<file path="config.mk">
export PLATFORM = sky130hd
export DESIGN_NAME = seg_xlate_unit
export DESIGN_NICKNAME = d
export VERILOG_FILES = /design/src/rtl/seg_xlate_pkg.sv /design/src/rtl/seg_regfile.sv /design/src/rtl/seg_check.sv /design/src/rtl/seg_xlate_unit.sv
export SDC_FILE = /design/constraint.sdc
export NUM_CORES = 1
export LEC_CHECK = 0
export ABC_AREA = 1
export CORE_MARGIN = 5
export CORE_UTILIZATION = 40
export CTS_BUF_LIST = sky130_fd_sc_hd__clkbuf_16
export DETAILED_ROUTE_END_ITERATION = 10
export DONT_BUFFER_PORTS = 1
export HOLD_SLACK_MARGIN = 0.05
export PLACE_DENSITY = 0.66
export SLEW_MARGIN = 10
export SYNTH_ARGS = -nofsm -noshare
export SYNTH_HDL_FRONTEND = slang
export SYNTH_HIERARCHICAL = 1
export SYNTH_SLANG_ARGS = --single-unit
</file>
<file path="constraint.sdc">
create_clock -name clk -period 3.45 [get_ports clk]
set_input_delay 0.5175 -clock clk [delete_from_list [all_inputs] [get_ports clk]]
set_output_delay 0.5175 -clock clk [all_outputs]
set_load 0.02 [all_outputs]
</file>
<file path="src/rtl/seg_xlate_pkg.sv">
package seg_xlate_pkg;
    localparam int unsigned ADDR_W  = 32;
    localparam int unsigned NUM_SEG = 4;
    localparam int unsigned SEG_W   = $clog2(NUM_SEG);

    typedef enum logic {
        SET_DATA  = 1'b0,
        SET_FETCH = 1'b1
    } seg_set_e;

    typedef enum logic {
        FLD_BASE  = 1'b0,
        FLD_LIMIT = 1'b1
    } seg_field_e;
endpackage

</file>
<file path="src/rtl/seg_regfile.sv">
module seg_regfile
    import seg_xlate_pkg::*;
#(
    parameter int unsigned NSEG = NUM_SEG,
    parameter int unsigned AW   = ADDR_W,
    localparam int unsigned SW  = $clog2(NSEG)
) (
    input  logic          clk,
    input  logic          rst_n,
    input  logic          wr_en,
    input  seg_field_e    wr_field,
    input  logic [SW-1:0] wr_seg,
    input  logic [AW-1:0] wr_data,
    input  logic [SW-1:0] rd_seg,
    output logic [AW-1:0] rd_base,
    output logic [AW-1:0] rd_limit
);
    logic [NSEG-1:0][AW-1:0] base_q;
    logic [NSEG-1:0][AW-1:0] limit_q;

    for (genvar s = 0; s < NSEG; s++) begin : g_pair
        always_ff @(posedge clk or negedge rst_n) begin
            if (!rst_n) begin
                base_q[s]  <= '0;
                limit_q[s] <= '0;
            end else if (wr_en && (wr_seg == SW'(s))) begin
                if (wr_field == FLD_LIMIT) limit_q[s] <= wr_data;
                else                       base_q[s]  <= wr_data;
            end
        end
    end

    assign rd_base  = base_q[rd_seg];
    assign rd_limit = limit_q[rd_seg];

    // without a gated write the table holds still
    p_hold_r7: assert property (@(posedge clk) disable iff (!rst_n)
        !wr_en |=> ($stable(base_q) && $stable(limit_q)));
endmodule

</file>
<file path="src/rtl/seg_check.sv">
module seg_check #(
    parameter int unsigned AW = 32
) (
    input  logic [AW-1:0] ea,
    input  logic [AW-1:0] base,
    input  logic [AW-1:0] limit,
    output logic [AW-1:0] pa,
    output logic          carry,
    output logic          in_range
);
    logic [AW:0] sum;

    always_comb begin
        sum      = {1'b0, ea} + {1'b0, base};
        pa       = sum[AW-1:0];
        carry    = sum[AW];
        in_range = !carry && (sum[AW-1:0] < limit);
    end
endmodule

</file>
<file path="src/rtl/seg_xlate_unit.sv">
module seg_xlate_unit
    import seg_xlate_pkg::*;
(
    input  logic        clk,
    input  logic        rst_n,
    input  logic        req_valid,
    input  logic        req_is_fetch,
    input  logic [1:0]  req_seg,
    input  logic [31:0] req_ea,
    output logic        rsp_valid,
    output logic [31:0] rsp_pa,
    output logic        rsp_ok,
    output logic        rsp_fault,
    input  logic        wr_en,
    input  logic        wr_priv,
    input  logic        wr_is_fetch,
    input  logic        wr_is_bound,
    input  logic [1:0]  wr_seg,
    input  logic [31:0] wr_data,
    output logic        wr_priv_err
);
    localparam int unsigned NSETS = 2;

    logic [NSETS-1:0][ADDR_W-1:0] set_base;
    logic [NSETS-1:0][ADDR_W-1:0] set_limit;
    logic [ADDR_W-1:0] sel_base, sel_limit, pa_d;
    logic              carry_d, in_range_d;
    seg_field_e        field;

    assign field = wr_is_bound ? FLD_LIMIT : FLD_BASE;

    for (genvar g = 0; g < NSETS; g++) begin : g_set
        logic set_wr;
        assign set_wr = wr_en && wr_priv && (wr_is_fetch == g[0]);
        seg_regfile #(.NSEG(NUM_SEG), .AW(ADDR_W)) u_tbl (
            .clk      (clk),
            .rst_n    (rst_n),
            .wr_en    (set_wr),
            .wr_field (field),
            .wr_seg   (wr_seg),
            .wr_data  (wr_data),
            .rd_seg   (req_seg),
            .rd_base  (set_base[g]),
            .rd_limit (set_limit[g])
        );
    end

    always_comb begin
        unique case (seg_set_e'(req_is_fetch))
            SET_FETCH: begin sel_base = set_base[1]; sel_limit = set_limit[1]; end
            SET_DATA:  begin sel_base = set_base[0]; sel_limit = set_limit[0]; end
        endcase
    end

    seg_check #(.AW(ADDR_W)) u_chk (
        .ea       (req_ea),
        .base     (sel_base),
        .limit    (sel_limit),
        .pa       (pa_d),
        .carry    (carry_d),
        .in_range (in_range_d)
    );

    always_ff @(posedge clk or negedge rst_n) begin
        if (!rst_n) begin
            rsp_valid   <= 1'b0;
            rsp_pa      <= '0;
            rsp_ok      <= 1'b0;
            rsp_fault   <= 1'b0;
            wr_priv_err <= 1'b0;
        end else begin
            rsp_valid   <= req_valid;
            rsp_ok      <= req_valid && in_range_d;
            rsp_fault   <= req_valid && !in_range_d;
            wr_priv_err <= wr_en && !wr_priv;
            if (req_valid) rsp_pa <= pa_d;
        end
    end

    // one response per request, one cycle later
    p_latency_r1: assert property (@(posedge clk) disable iff (!rst_n)
        req_valid |=> rsp_valid);
    // a response is exactly one of pass or fault
    p_verdict_r2: assert property (@(posedge clk) disable iff (!rst_n)
        rsp_valid |-> (rsp_ok != rsp_fault));
    // a carry out of the adder always faults
    p_no_overflow_r3: assert property (@(posedge clk) disable iff (!rst_n)
        (req_valid && carry_d) |=> rsp_fault);
    // dropped write pulses the error flag
    p_priv_pulse_r7: assert property (@(posedge clk) disable iff (!rst_n)
        (wr_en && !wr_priv) |=> wr_priv_err);
    p_priv_quiet_r7: assert property (@(posedge clk) disable iff (!rst_n)
        !(wr_en && !wr_priv) |=> !wr_priv_err);
endmodule

</file>
* Word-level counts from Yosys, hierarchy flattened
Index checks and enable logic that the tools add are counted.
** Operators by class
- $lt $le $gt $ge :: 2
- Bitwise logic cells :: 3
- Equality and inequality tests :: 3
- Reductions and logical operators :: 35
- Multiplexer cells :: 11
- Add/sub/neg operators :: 1
** Operator list (count)
- $bmux 32 s2 :: 4
- $mux 32 :: 4
- $pmux 32 s2 :: 2
- $add 32x32->33 :: 1
- $lt 32x32->1 :: 1
- $reduce_and 2->1 :: 16
- $logic_and 1x1->1 :: 15
- $eq 2x2->1 const B :: 2
- $logic_not 1->1 :: 3
- $lt 2x3->1 const B :: 1
- $not 1->1 :: 3
- $eq 2x1->1 const B :: 1
- $logic_not 2->1 :: 1
- $mux 1 :: 1
** Word-level totals
- Input bits :: 76
- Register bits :: 548

* Logic depth before layout (Yosys ltp)
- Word-level depth :: 8
- Gate-level depth with buffers :: 29
- Mapped depth without buffers :: 28

* Cells and area by module
The synthesis kept the hierarchy.
** Modules (own cells, without submodules)
- seg_regfile :: times used 2, cells an instance 1654, area an instance 12680.9 um^2, seq. area each 6406.1 um^2
- seg_check :: times used 1, cells an instance 533, area an instance 2929.1 um^2, seq. area each 0.0 um^2
- seg_xlate_unit :: times used 1, cells an instance 355, area an instance 2197.1 um^2, seq. area each 900.9 um^2

* Worst setup path before layout
Ideal clock, no wire load.
- Kind :: in2reg
- Start :: input req_seg[0]
- End :: register rsp_ok
- Stages :: 29
- Slack :: -0.067 ns
- Data required time :: 3.337 ns
- Arrival :: 3.404 ns
- Path through :: clkbuf_1 -> buf_2 -> nand2_1 -> o211ai_1 -> nand2_1 -> nand2_1 -> nand2_1 -> ha_1 -> fa_1 -> nand3_1 -> nand2_1 -> nand3_1 -> nand2_1 -> nand2_1 -> nand2_2 -> nand2_1 -> nand2_1 -> nand2_1 -> nand2_1 -> ha_1 -> nand4_1 -> inv_1 -> nand4_1 -> nor3_1 -> nand2_1 -> nand2_1 -> nor2_1 -> nand2_1 -> inv_1
** RTL lines
- start: declaration :: RTL line seg_xlate_unit.sv:8 : input logic [1:0] req_seg,
- end signal: assignment :: RTL line seg_xlate_unit.sv:73 : rsp_ok <= req_valid && in_range_d;
- end: declaration :: RTL line seg_xlate_unit.sv:12 : output logic rsp_ok,

==> results.md <==
- Longest Clk Path Bufs: 3
- Required @ worst endpoint: a little under 4 ns
- Post-CTS Hold Buffers: 49
- Area of the multi-input gates: 0.0143 mm²
- Hold WS: -0.422 ns
- Crit Path Max Fanout: 512
- Largest net degree at the start of global routing: 549
- Crit path arrival time: approximately 4.5 ns
- Port buffer count: 0
- Crit path launch type: primary input
- Ys Warns: 6
- Yosys cell types: 37
- Max Slew Vio Count: 208
- Sequential share of the synthesized area: 0.450
- Slew margin rel.: -0.299
- P per Cell Area: 541 mW/mm²
- Setup violators final: 2
- Worst setup EP type: flop
- Starting DRT DRC Count: ~3200
- HP Class: in -> async
- Final nets: 4303
- Clock sink total: 548
- Psw: 6.07 mW
- Starting Density: 0.402
- Core Region: roughly 0.076 mm²
- Cell repeated most along the worst path: nand2_1
- # fillers: between 7000 and 8000
- Register area: 0.0137 mm²
- Post-DP HPWL: 65700 µm
- Status: complete, but fails checks
- Switch share: 0.324
- Final period util: 1.15
- Sequential power share: 0.451
- Async SR Flop Fraction: 1.00
- Most common cell after layout, fill and taps aside: nand2_1
- Dpl cells: 5028
- All-layer global routing usage: 0.258
- IO Pins: 112
- Main synth FF type: dfrtp_1
- Critical path's largest stage delay: ~0.67 ns
- Critical path's top delay family: compound AO/OA/AOI/OAI gates
- Via/cell ratio: around 5.4
- Pre-CTS setup slack: -0.416 ns
- Synth Register Bits: roughly 550
- Via count: about 28000
- CP Cell Sequence: o211ai_1 > nand2_1 > nand2_1 > nand2_1 > ha_1 > a21oi_1 > o21ai_1 > a21oi_1 > nand2_2 > xor2_2 > ha_1 > a21oi_1 > o21ai_0 > a21oi_2 > nand2_1 > nand2_1 > nand2_1 > nor2_2 > nor2_1
- Failing checks: hold timing, slew limit, setup timing
- Clk pwr share: 0.316
- Leakage power: about 19 nW
- Final instance area: 0.0346 mm²
- Setup WS post-layout: -0.531 ns
- Non-filler cells, final: 5189
- Crit path time final: roughly 4.0 ns
- TritonCTS buffer count: 59
- CTS tree: done
- Worst vdd ir: 0.451 mV
- Post-synth EDFFs: 0
- Initial antenna violation count: 4
- Area growth, synth to finish: 13.4%
- Slowest cell on crit path: o211ai_1
- Least-Margin Pin Slew: between 1.5 and 2 ns
- Reg2reg setup slack: 0.01 ns
- Mapped Area: between 0.03 and 0.04 mm²
- Most frequent cells in the layout: nand2_1, dfrtp_1, inv_1
- Post-synthesis cell count: 4196
- Internal: about 13 mW
- Max_cap viols: 0
- Placement Cell Area: ~0.032 mm²
- Share of cells above drive strength 1: 0.0967
- # rows: 101
- Number of global-route vias before repair: about 27000
- Clock skew: between 0.03 and 0.04 ns
- Die ar.: between 0.08 and 0.09 mm²
- GPL Wtd Cong: 0.957
- Grt total ovfl: 0
- DRC viols: 0
- Die width: 286 µm
- Final Hold Viols: 420
- Logic pwr share: 0.233
- Clock root buffer: clkbuf_16
- DRT antenna net count: 0
- Wire per inst: 20.8 µm
- Fmax: 251 MHz
- CTS H-tree lvls: 2
- Die Span Y: 286 µm
- CP Buf/Inv Count: 0
- Routed WL: between 100000 and 150000 µm
- 1st-pass router iterations: 6
- Avg Inst Size Synth: between 7 and 8 µm²
- RSZ-0062 raised after global routing: yes
- First-pass GRT wire length: 166000 µm
- Clk pin slew, worst setup/hold paths: ~0.060 ns
- Crit Path Class: in -> reg
- Synth Net Count: 4336
- Worst-Skew Late Latency: around 0.64 ns
[per-layer routing]
| metal | up-vias | share of wire | GRT usage | wire, µm |
|---|---|---|---|---|
| met4 | 0 | 0.045 | 0.0967 | 4890 |
| li1 | 13300 | - | - | - |
| met5 | - | 0 | 0 | 0 |
| met2 | 1146 | 0.45 | 0.410 | 49100 |
| met1 | 13400 | 0.42 | 0.356 | 44900 |
| met3 | 207 | 0.084 | 0.0430 | 9070 |
[flip-flops by register name (all words and copies together) (netlist names)]
signal	flops
rsp_fault	1
g_set.u_tbl/limit_q	256
rsp_valid	1
wr_priv_err	1
rsp_pa	32
rsp_ok	1
g_set.u_tbl/base_q	256
[worst reg2reg max path: stages (launching register included)]
cell and delay (ns):
dfrtp_1 0.39, inv_1 0.06, nand2_1 0.04, o211ai_1 0.14
nand2_1 0.13, nand2_1 0.09, nand2_1 0.07, ha_1 0.36
buf_4 0.13, nand2_1 0.10, or2_1 0.29, nand3_4 0.11
nand2_1 0.12, nand2_4 0.11, nand2_1 0.08, nand3_1 0.08
nand2_2 0.09, ha_1 0.19, a21oi_1 0.14, o21ai_0 0.08
nand2_1 0.06, o211ai_1 0.08, nor2_1 0.11, nand2_1 0.09
nor2_2 0.11, nor2_1 0.05
[power by group through the flow]
stage               Combinational (mW)  Clock [mW]  Sequential (mW)
global placement                  3.87           0             8.52
detailed placement                3.93           0             8.54
CTS                               4.15        6.03             8.44
finish                            4.36        5.91             8.45
global route                      4.91        6.28             8.60
floorplan                         2.83           0             8.35
[stage by stage]
stage / setup TNS, ns / utilization / total power, mW
2_1_floorplan: 0 / - / 11.2
3_5_place_dp: -0.801 / 0.419 / 12.5
4_1_cts: -0.00693 / 0.449 / 18.6
6_report: -1.06 / 0.456 / 18.7
3_3_place_gp: -0.908 / 0.419 / 12.4
5_1_grt: -0.321 / 0.456 / 19.8
[timing repair]
item / CTS / global route
resized for setup: 10 / 102
pin swaps: 1 / 26
hold endpoints to repair: 1076 / 548
gates cloned: 0 / 0
setup buffers: 0 / 3
setup endpoints to repair: 2 / 2
[cells in the mapped netlist, types with 3 or more instances]
cell type / n / area share
inv_1: 367 / 0.045
buf_1: 32 / 0.0039
o211ai_1: 257 / 0.063
dfrtp_1: 548 / 0.45
ha_1: 63 / 0.026
buf_2: 122 / 0.020
nor2_2: 5 / 0.0010
buf_4: 15 / 0.0037
nand2_2: 11 / 0.0023
nand3_1: 161 / 0.026
o21ai_0: 23 / 0.0038
nand4_1: 262 / 0.054
o21bai_1: 3 / 0.00074
buf_6: 3 / 0.0011
clkbuf_8: 6 / 0.0027
nor2_1: 58 / 0.0071
nor3_1: 3 / 0.00049
nor3_2: 3 / 0.00098
clkbuf_1: 102 / 0.013
inv_2: 7 / 0.00086
nand2_1: 2002 / 0.25
clkbuf_2: 62 / 0.010
xor2_1: 16 / 0.0046
a21oi_1: 50 / 0.0082
[final timing paths]
kind	from	to	depth (start not counted)
setup reg to reg	g_set[0].u_tbl/base_q[39]$_DFFE_PN0P_	rsp_fault$_DFF_PN0_	25
hold reg to reg	g_set[0].u_tbl/limit_q[111]$_DFFE_PN0P_	g_set[0].u_tbl/limit_q[111]$_DFFE_PN0P_	2
hold / removal	rst_n	g_set[1].u_tbl/limit_q[62]$_DFFE_PN0P_	0
setup / recovery	req_seg[0]	rsp_fault$_DFF_PN0_	19
max in group asynchronous	rst_n	g_set[1].u_tbl/base_q[42]$_DFFE_PN0P_	0
min in group clk	wr_seg[0]	g_set[1].u_tbl/limit_q[47]$_DFFE_PN0P_	2
[kinds of logic (layout without fill, tap and decap cells)]
logic type	after synthesis	after routing	synth area share
XOR/XNOR	16	16	0.00460
AND/OR/NAND/NOR	2511	2511	0.341
buffers and inverters	716	727	0.100
adder cells (fa/ha/maj)	64	64	0.0265
other	0	4	0
AO/OA/AOI/OAI	341	341	0.0783
flip-flops	548	548	0.450
[final cells by class]
class                   count  area share
flip-flops and latches    548       0.397
well taps                 978      0.0354
multi-input cells        2932       0.414
diodes                      4    0.000289
clock inverters            46     0.00760
clock buffers              59      0.0427
repair buffers            248      0.0625
inverters                 374      0.0407
No activity file was read; power rests on OpenSTA's default activity.
